[config.mk]
export PLATFORM = sky130hd
export DESIGN_NAME = pfc_cycle_counter
export DESIGN_NICKNAME = d
export VERILOG_FILES = /design/src/rtl/pfc_pkg.sv /design/src/rtl/pfc_filter_reg.sv /design/src/rtl/pfc_level_gate.sv /design/src/rtl/pfc_counter.sv /design/src/rtl/pfc_dbg_port.sv /design/src/rtl/pfc_cycle_counter.sv
export SDC_FILE = /design/constraint.sdc
export NUM_CORES = 1
export LEC_CHECK = 0
export BUFFER_PORTS_ARGS = -buffer_cell sky130_fd_sc_hd__buf_4
export CORE_MARGIN = 2
export CORE_UTILIZATION = 50
export DETAILED_ROUTE_END_ITERATION = 16
export GPL_TIMING_DRIVEN = 1
export PLACE_DENSITY = 0.76
export RECOVER_POWER = 50
export SLEW_MARGIN = 20
export SYNTH_ARGS = -nofsm -noshare
export SYNTH_HDL_FRONTEND = slang
export SYNTH_HIERARCHICAL = 1
export SYNTH_SLANG_ARGS = --single-unit
[constraint.sdc]
create_clock -name clk -period 3.4 [get_ports clk]
set_input_delay 0.17 -clock clk [delete_from_list [all_inputs] [get_ports clk]]
set_output_delay 0.17 -clock clk [all_outputs]
set_load 0.02 [all_outputs]
[src/rtl/pfc_pkg.sv]
package pfc_pkg;

  localparam int FW = 32;

  // Filter bit positions; the counting rules compare these pairwise.
  localparam int B_L1_BLK = 31;
  localparam int B_L0_BLK = 30;
  localparam int B_NS1    = 29;
  localparam int B_NS0    = 28;
  localparam int B_NS2    = 27;
  localparam int B_L3     = 26;
  localparam int B_S2     = 24;

  localparam logic [FW-1:0] S2_MASK = FW'(1) << B_S2;

  typedef enum logic [1:0] {
    RSP_OK  = 2'b00,
    RSP_ERR = 2'b10
  } rsp_e;

  // Bits that hold state for a given set of implemented levels.
  function automatic logic [FW-1:0] impl_mask(input bit has2, input bit has3,
                                              input bit hass2);
    logic [FW-1:0] m;
    m = '0;
    m[B_L1_BLK] = 1'b1;
    m[B_L0_BLK] = 1'b1;
    if (has3) begin
      m[B_NS1] = 1'b1;
      m[B_NS0] = 1'b1;
      m[B_L3]  = 1'b1;
    end
    if (has2) m[B_NS2] = 1'b1;
    if (has2 && hass2) m[B_S2] = 1'b1;
    return m;
  endfunction

  // Per-level counting decision.
  function automatic logic level_permits(input logic [FW-1:0] f,
                                         input logic [1:0] lvl,
                                         input logic sec,
                                         input logic s2_live,
                                         input bit has2, input bit has3,
                                         input bit hass2);
    logic ok;
    case (lvl)
      2'd0:    ok = sec ? ~f[B_L0_BLK] : (f[B_NS0] == f[B_L0_BLK]);
      2'd1:    ok = sec ? ~f[B_L1_BLK] : (f[B_NS1] == f[B_L1_BLK]);
      2'd2:    ok = sec ? (has2 && hass2 && s2_live && (f[B_S2] != f[B_NS2]))
                        : (has2 && f[B_NS2]);
      default: ok = has3 && (f[B_L3] == f[B_L1_BLK]);
    endcase
    return ok;
  endfunction

endpackage

[src/rtl/pfc_filter_reg.sv]
module pfc_filter_reg #(
  parameter bit HAS_LVL2     = 1'b1,
  parameter bit HAS_LVL3     = 1'b1,
  parameter bit HAS_SEC_LVL2 = 1'b1
) (
  input  logic                   clk,
  input  logic                   rst_n,
  input  logic                   wr_en,
  input  logic [pfc_pkg::FW-1:0] wr_data,
  input  logic                   s2_live,
  output logic [pfc_pkg::FW-1:0] filt_q,
  output logic [pfc_pkg::FW-1:0] rd_val
);
  import pfc_pkg::*;

  localparam logic [FW-1:0] KEEP = impl_mask(HAS_LVL2, HAS_LVL3, HAS_SEC_LVL2);

  for (genvar b = 0; b < FW; b++) begin : g_bit
    if (KEEP[b]) begin : g_rw
      logic q;
      always_ff @(posedge clk or negedge rst_n) begin
        if (!rst_n)     q <= 1'b0;
        else if (wr_en) q <= wr_data[b];
      end
      assign filt_q[b] = q;
    end else begin : g_ro
      assign filt_q[b] = 1'b0;
    end
  end

  logic unused_wbits;
  assign unused_wbits = ^(wr_data & ~KEEP);

  // The secure level-2 bit is hidden while that level is switched off.
  assign rd_val = s2_live ? filt_q : (filt_q & ~S2_MASK);

endmodule

[src/rtl/pfc_level_gate.sv]
module pfc_level_gate #(
  parameter bit HAS_LVL2     = 1'b1,
  parameter bit HAS_LVL3     = 1'b1,
  parameter bit HAS_SEC_LVL2 = 1'b1
) (
  input  logic [pfc_pkg::FW-1:0] filt,
  input  logic [1:0]             lvl,
  input  logic                   sec,
  input  logic                   s2_live,
  input  logic                   run,
  output logic                   permit,
  output logic                   tick
);
  import pfc_pkg::*;

  assign permit = level_permits(filt, lvl, sec, s2_live,
                                HAS_LVL2, HAS_LVL3, HAS_SEC_LVL2);
  assign tick   = run & permit;

endmodule

[src/rtl/pfc_counter.sv]
module pfc_counter #(
  parameter int CNT_W = 64
) (
  input  logic             clk,
  input  logic             rst_n,
  input  logic             tick,
  output logic [CNT_W-1:0] count,
  output logic             wrap_evt
);
  localparam logic [CNT_W-1:0] ONE = CNT_W'(1);

  always_ff @(posedge clk or negedge rst_n) begin
    if (!rst_n)    count <= '0;
    else if (tick) count <= count + ONE;
  end

  assign wrap_evt = tick & (&count);

endmodule

[src/rtl/pfc_dbg_port.sv]
module pfc_dbg_port #(
  parameter int              ADDR_W   = 12,
  parameter logic [ADDR_W-1:0] FILT_OFS = ADDR_W'('h47C)
) (
  input  logic                   clk,
  input  logic                   dbg_rst_n,
  input  logic                   req,
  input  logic                   we,
  input  logic [ADDR_W-1:0]      addr,
  input  logic [pfc_pkg::FW-1:0] wdata,
  input  logic                   pwr_on,
  input  logic                   dbl_lock,
  input  logic                   os_lock,
  input  logic                   allow,
  input  logic                   sw_lock,
  input  logic [pfc_pkg::FW-1:0] rd_val,
  output logic                   wr_en,
  output logic [pfc_pkg::FW-1:0] wr_data,
  output logic                   fault,
  output logic                   ack,
  output logic [1:0]             resp,
  output logic [pfc_pkg::FW-1:0] rdata
);
  import pfc_pkg::*;

  logic gate_open;
  logic hit;

  assign gate_open = pwr_on & ~dbl_lock & ~os_lock & allow;
  assign hit       = (addr == FILT_OFS);
  assign fault     = req & ~(gate_open & hit);
  assign wr_en     = req & we & gate_open & hit & ~sw_lock;
  assign wr_data   = wdata;

  always_ff @(posedge clk or negedge dbg_rst_n) begin
    if (!dbg_rst_n) begin
      ack   <= 1'b0;
      resp  <= RSP_OK;
      rdata <= '0;
    end else begin
      ack   <= req;
      resp  <= fault ? RSP_ERR : RSP_OK;
      rdata <= (req & ~we & ~fault) ? rd_val : '0;
    end
  end

endmodule

[src/rtl/pfc_cycle_counter.sv]
module pfc_cycle_counter #(
  parameter int CNT_W        = 64,
  parameter int ADDR_W       = 12,
  parameter bit HAS_LVL2     = 1'b1,
  parameter bit HAS_LVL3     = 1'b1,
  parameter bit HAS_SEC_LVL2 = 1'b1
) (
  input  logic              clk,
  input  logic              rst_n,
  input  logic              dbg_rst_n,
  input  logic              count_en,
  input  logic [1:0]        cur_lvl,
  input  logic              cur_secure,
  input  logic              sec_lvl2_on,
  input  logic              core_pwr_on,
  input  logic              dbl_lock,
  input  logic              os_lock,
  input  logic              ext_allow,
  input  logic              sw_lock,
  input  logic              dbg_req,
  input  logic              dbg_we,
  input  logic [ADDR_W-1:0] dbg_addr,
  input  logic [31:0]       dbg_wdata,
  output logic              dbg_ack,
  output logic [1:0]        dbg_resp,
  output logic [31:0]       dbg_rdata,
  output logic [CNT_W-1:0]  cycle_count
);
  import pfc_pkg::*;

  localparam logic [ADDR_W-1:0] FILT_OFS = ADDR_W'('h47C);

  // Named internal events, observed by the bound checker.
  logic [FW-1:0] filt_q;
  logic [FW-1:0] filt_rd;
  logic [FW-1:0] wr_data;
  logic          wr_accept;
  logic          acc_fault;
  logic          lvl_permit;
  logic          cnt_tick;
  logic          wrap_evt;

  pfc_dbg_port #(.ADDR_W(ADDR_W), .FILT_OFS(FILT_OFS)) u_port (
    .clk      (clk),
    .dbg_rst_n(dbg_rst_n),
    .req      (dbg_req),
    .we       (dbg_we),
    .addr     (dbg_addr),
    .wdata    (dbg_wdata),
    .pwr_on   (core_pwr_on),
    .dbl_lock (dbl_lock),
    .os_lock  (os_lock),
    .allow    (ext_allow),
    .sw_lock  (sw_lock),
    .rd_val   (filt_rd),
    .wr_en    (wr_accept),
    .wr_data  (wr_data),
    .fault    (acc_fault),
    .ack      (dbg_ack),
    .resp     (dbg_resp),
    .rdata    (dbg_rdata)
  );

  pfc_filter_reg #(.HAS_LVL2(HAS_LVL2), .HAS_LVL3(HAS_LVL3),
                   .HAS_SEC_LVL2(HAS_SEC_LVL2)) u_filt (
    .clk    (clk),
    .rst_n  (rst_n),
    .wr_en  (wr_accept),
    .wr_data(wr_data),
    .s2_live(sec_lvl2_on),
    .filt_q (filt_q),
    .rd_val (filt_rd)
  );

  pfc_level_gate #(.HAS_LVL2(HAS_LVL2), .HAS_LVL3(HAS_LVL3),
                   .HAS_SEC_LVL2(HAS_SEC_LVL2)) u_gate (
    .filt   (filt_q),
    .lvl    (cur_lvl),
    .sec    (cur_secure),
    .s2_live(sec_lvl2_on),
    .run    (count_en),
    .permit (lvl_permit),
    .tick   (cnt_tick)
  );

  pfc_counter #(.CNT_W(CNT_W)) u_cnt (
    .clk     (clk),
    .rst_n   (rst_n),
    .tick    (cnt_tick),
    .count   (cycle_count),
    .wrap_evt(wrap_evt)
  );

endmodule

After elaboration in Yosys (flattened, before gate mapping)
Index checks and enable logic that the tools add are counted.

Bits in writable memories: 0. Memories: 0. Register bits: 106. Bits in read-only memories: 0. Logic and storage cells: 48. Latch bits: 0. Input bits: 59. Output and inout port bits: 99.

$lt $le $gt $ge: 0. Multipliers: 0. Bitwise gates (word level): 20. Equal/unequal tests: 7. Divide/modulo/power cells: 0. Multiplexer cells: 7. Add/subtract/negate cells: 1. Reduce and logical (&&, ||, !) cells: 2. Shift-type cells: 0.

Operators by type and width (number): $add A64 B1 Y64 const B (1); $mux W32 (1); $mux W25 (1); $and A1 B1 Y1 (12); $eq A12 B11 Y1 const B (1); $not A1 Y1 (8); $eq A1 B1 Y1 (3); $mux W1 (3); $pmux W1 S3 (1); $eq A2 B1 Y1 const B (1); $eq A2 B2 Y1 const B (1); $logic_not A2 Y1 (1); $mux W2 (1); $logic_and A1 B1 Y1 (1); $ne A1 B1 Y1 (1).

Logic depth before layout (Yosys ltp)
Word-level depth: 10. Depth in mapped cells: 12. Gate-level depth less buffers: 9.

By module
The synthesis kept the hierarchy.

Modules (own cells, without submodules): pfc_counter (times used 1, area an instance 3067.9 um^2, cells an instance 289, sequential area each 1601.5 um^2); pfc_dbg_port (times used 1, area an instance 1690.4 um^2, cells an instance 151, sequential area each 850.8 um^2); pfc_filter_reg (times used 1, area an instance 774.5 um^2, cells an instance 80, sequential area each 175.2 um^2); pfc_level_gate (times used 1, area an instance 115.1 um^2, cells an instance 17, sequential area each 0.0 um^2).

Worst setup path before layout
No wires, ideal clock.

Path type: register to register. Start point: register u_filt.g_bit[28].g_rw.q. End point: register u_cnt.count[57]. Data arrival time: 2.430 ns. Buffers on the path: 3. Period minus slack after synthesis: 2.561 ns. Path slack: 0.839 ns. Required time: 3.270 ns. Setup time: 0.130 ns. Cell stages (with the launch flop): 13. Cell sequence: dfrtp_1 -> buf_4 -> nand2b_1 -> xnor2_1 -> or3_1 -> a31oi_1 -> buf_2 -> nand4_1 -> nor4_4 -> and4_1 -> buf_2 -> nand4_1 -> xnor2_1.

Longest elaborated chain between the ends: 4.

RTL lines: from (decl) (RTL line pfc_filter_reg.sv:20) `logic q;`; from (signal assigned) (RTL line pfc_filter_reg.sv:23) `else if (wr_en) q <= wr_data[b];`; $eq A1 B1 Y1 (RTL line pfc_pkg.sv:47) `2'd0: ok = sec ? ~f[B_L0_BLK] : (f[B_NS0] == f[B_L0_BLK]);`; $mux W1 (RTL line pfc_pkg.sv:47); $pmux W1 S3 (RTL line pfc_pkg.sv:46) `case (lvl)`; $and A1 B1 Y1 (RTL line pfc_level_gate.sv:18) `assign tick = run & permit;`; net cnt_tick (RTL line pfc_cycle_counter.sv:40) `logic cnt_tick;`; to (signal assigned) (RTL line pfc_counter.sv:14) `else if (tick) count <= count + ONE;`; to (decl) (RTL line pfc_counter.sv:7) `output logic [CNT_W-1:0] count,`.

The timed path passes the listed nets, and every way through them passes these cells. A chain may end at the register's enable or synchronous reset.

Final worst setup path
Start point: register u_filt.g_bit[27].g_rw.q. End point: register u_cnt.count[55].

Longest elaborated chain between the ends: 5.

RTL lines: from (decl) (RTL line pfc_filter_reg.sv:20); from (signal assigned) (RTL line pfc_filter_reg.sv:23); $ne A1 B1 Y1 (RTL line pfc_pkg.sv:49) `2'd2: ok = sec ? (has2 && hass2 && s2_live && (f[B_S2] != f[B_NS2]))`; $logic_and A1 B1 Y1 (RTL line pfc_pkg.sv:49); $mux W1 (*) (RTL line pfc_pkg.sv:49); $pmux W1 S3 (*) (RTL line pfc_pkg.sv:46); $and A1 B1 Y1 (*) (RTL line pfc_level_gate.sv:18); net cnt_tick (RTL line pfc_cycle_counter.sv:40).

Mark *: on every way through the listed nets, which the timed path passes. The rest lies on a longest branch.

==> results.yml <==
outcome:
  status: "finished, violations left"
  violations: "capacitance limit, slew limit"
cts:
  cts.sinks: 105
  clk_latency_ps: 370
  htree_levels: 3
  cts_tree: "yes"
  path_clk_slew_ps: 100
  clockRootBuffer: "clkbuf_8"
  cts.path.max_buffers: 2
  cts.repair.resized: 0
  post-cts-setup-buffers: 0
  numCtsBuffers: 9
timing:
  worst_pin_slew_ps: 1790
  finalMaxSlewViolations: 107
  max_freq_mhz: 356
  hold_slack_ps: 43.6
  layout_setup_ws_ps: 587
  hold_violations: 0
  period_share: 0.827
  final.setup_skew_ps: 19.6
  fin_tns_setup_ps: 0
  setup_viol: 0
  maxSlewHeadroom: -0.194
  period_minus_slack_ps: 2810
  rsz0062_at_grt: "no"
floorplanning:
  die-area_um2: 11300
  rows: 37
  core_um2: 10300
  dieWidth_um: 107
  io_pins: 158
  start_util: 0.511
  die_y_um: 107
detailed_routing:
  drtAntennaViolNets: 0
  drc_errors: 0
  routed_wl_um: 11000
  drt_iter0_drc: 93
  wl_per_cell_um: 14.9
  viasPerCell: 5.12
  dr.pass1.iters: 4
  vias: 3767
global_route:
  grt_usage: 0.198
  grt_max_degree: 72
  antenna_found_initial: 0
  grt_pass1_vias: 3758
  overflow: 0
  grt_pass1_wl_um: 18000
cells_and_area:
  stdcell_count: 736
  final_area_um2: 6000
  num_antenna_cells: 0
  final_core_util: 0.584
  syn_to_final_growth_pct: 14.2
  layout-drive-gt1-share: 0.217
  nNetsFinal: 655
worst_setup_path:
  cp-start-kind: "register"
  crit_start: "u_filt/g_bit[27].g_rw.q$_DFFE_PN0P_"
  crit_path_end_kind: "register"
  crit_required_ps: 3690
  r2r-start: "u_filt/g_bit[27].g_rw.q$_DFFE_PN0P_"
  crit_type: "register to register"
  cp.arrival_ps: 3100
  worstPathMaxFanout: 8
placed_design:
  dpl_worst_slack_ps: 557
  io_buffers: 131
  place.gp.congestion: 0.811
  dp_hpwl_um: 8140
  place_area_um2: 6090
  dp_cells: 718
job:
  maxCapViolations: 2
pwr:
  leakage_nw: 2.80
  swShare: 0.282
  p_switching_mw: 0.654
  p_int_mw: 1.66
  ir_worst_vdd_uv: 312
  pwr-share-seq: 0.578
  total_power_mw: 2.31
  clock_power_share: 0.309
  pwr-share-comb: 0.113
  p_per_area_nw_per_um2: 386
yosys:
  syn_area_per_cell_um2: 10.9
  syn_area_um2: 5260
  ys.warnings.count: 6
  synthCells: 484
min_path:
  min_path_type: "input pin to register"
  hp-start: "dbg_wdata[27]"
==> layout make-up <==
cell class                      count  area, um2
Fill cell                         964       4280
Sequential cell                   105       2630
Multi-Input combinational cell    332       2220
Timing Repair Buffer              137        764
Tap cell                          136        170
Clock buffer                       10        128
Clock inverter                      6       50.0
Inverter                           10       37.5
==> final timing paths <==
path,cells after the start,to,slack [ps]
max,9,u_cnt/count[55]$_DFFE_PN0P_,590
min,2,u_filt/g_bit[27].g_rw.q$_DFFE_PN0P_,40
max reg2reg,9,u_cnt/count[55]$_DFFE_PN0P_,590
min reg2reg,1,u_cnt/count[43]$_DFFE_PN0P_,500
max in group asynchronous,2,u_port/rdata[29]$_DFF_PN0_,1550
min in group asynchronous,2,u_cnt/count[23]$_DFFE_PN0P_,780
==> critical path: stages (launching register included) <==
cell      delay [ps]
dfrtp_1          420
nor4bb_1         280
and3_1           190
nor3_1            50
a31oi_1          210
nand4_1          270
nor4_4           510
nand4_1          340
nor4_2           310
xor2_1           170
==> power by group through the flow <==
stage               clock network (mW)  logic [mW]  registers [mW]
detailed placement                   0       0.277            1.36
CTS                              0.740       0.280            1.34
floorplan                            0       0.131            1.39
global placement                     0       0.270            1.36
global route                     0.787       0.284            1.35
finish                           0.714       0.262            1.34
==> flip-flops by register name, indices dropped and copies added (netlist names) <==
signal	flops
u_port/ack	1
u_port/resp	1
u_cnt/count	64
u_filt/g_bit.g_rw.q	7
u_port/rdata	32
==> per-layer routing <==
layer,track usage,wire (um),share of wire,vias to the layer above
met3,0.0650,830,0.076,17
met4,0.0547,184,0.017,0
met5,0,0,0,-
met2,0.336,5480,0.50,128
li1,-,-,-,1784
met1,0.243,4460,0.41,1838
==> cell usage in the layout (no fill, tap or decap), types with 2 or more instances in the layout <==
cell type      instances
and3_1                 7
and4bb_2               2
buf_4                 63
clkbuf_1              72
clkbuf_8               9
conb_1                26
dfrtp_1              105
dlygate4sd3_1          2
inv_1                 10
inv_6                  2
mux2_4                 7
nand2_1               59
nand2b_1               2
nand3_1               29
nand3_2                3
nand3b_1               3
nand4_1               20
nand4_2                2
nor2_1                30
nor3_1                21
nor3_2                25
nor4_1                 6
nor4_2                 6
nor4_4                 3
xnor2_1               33
xor2_1                33
==> repair_timing <==
item,4_1_cts,5_1_grt
endpoints found under the setup margin,0,0
endpoints found under the hold margin,105,0
hold buffers,2,0
No activity file was read; power rests on OpenSTA's default activity.
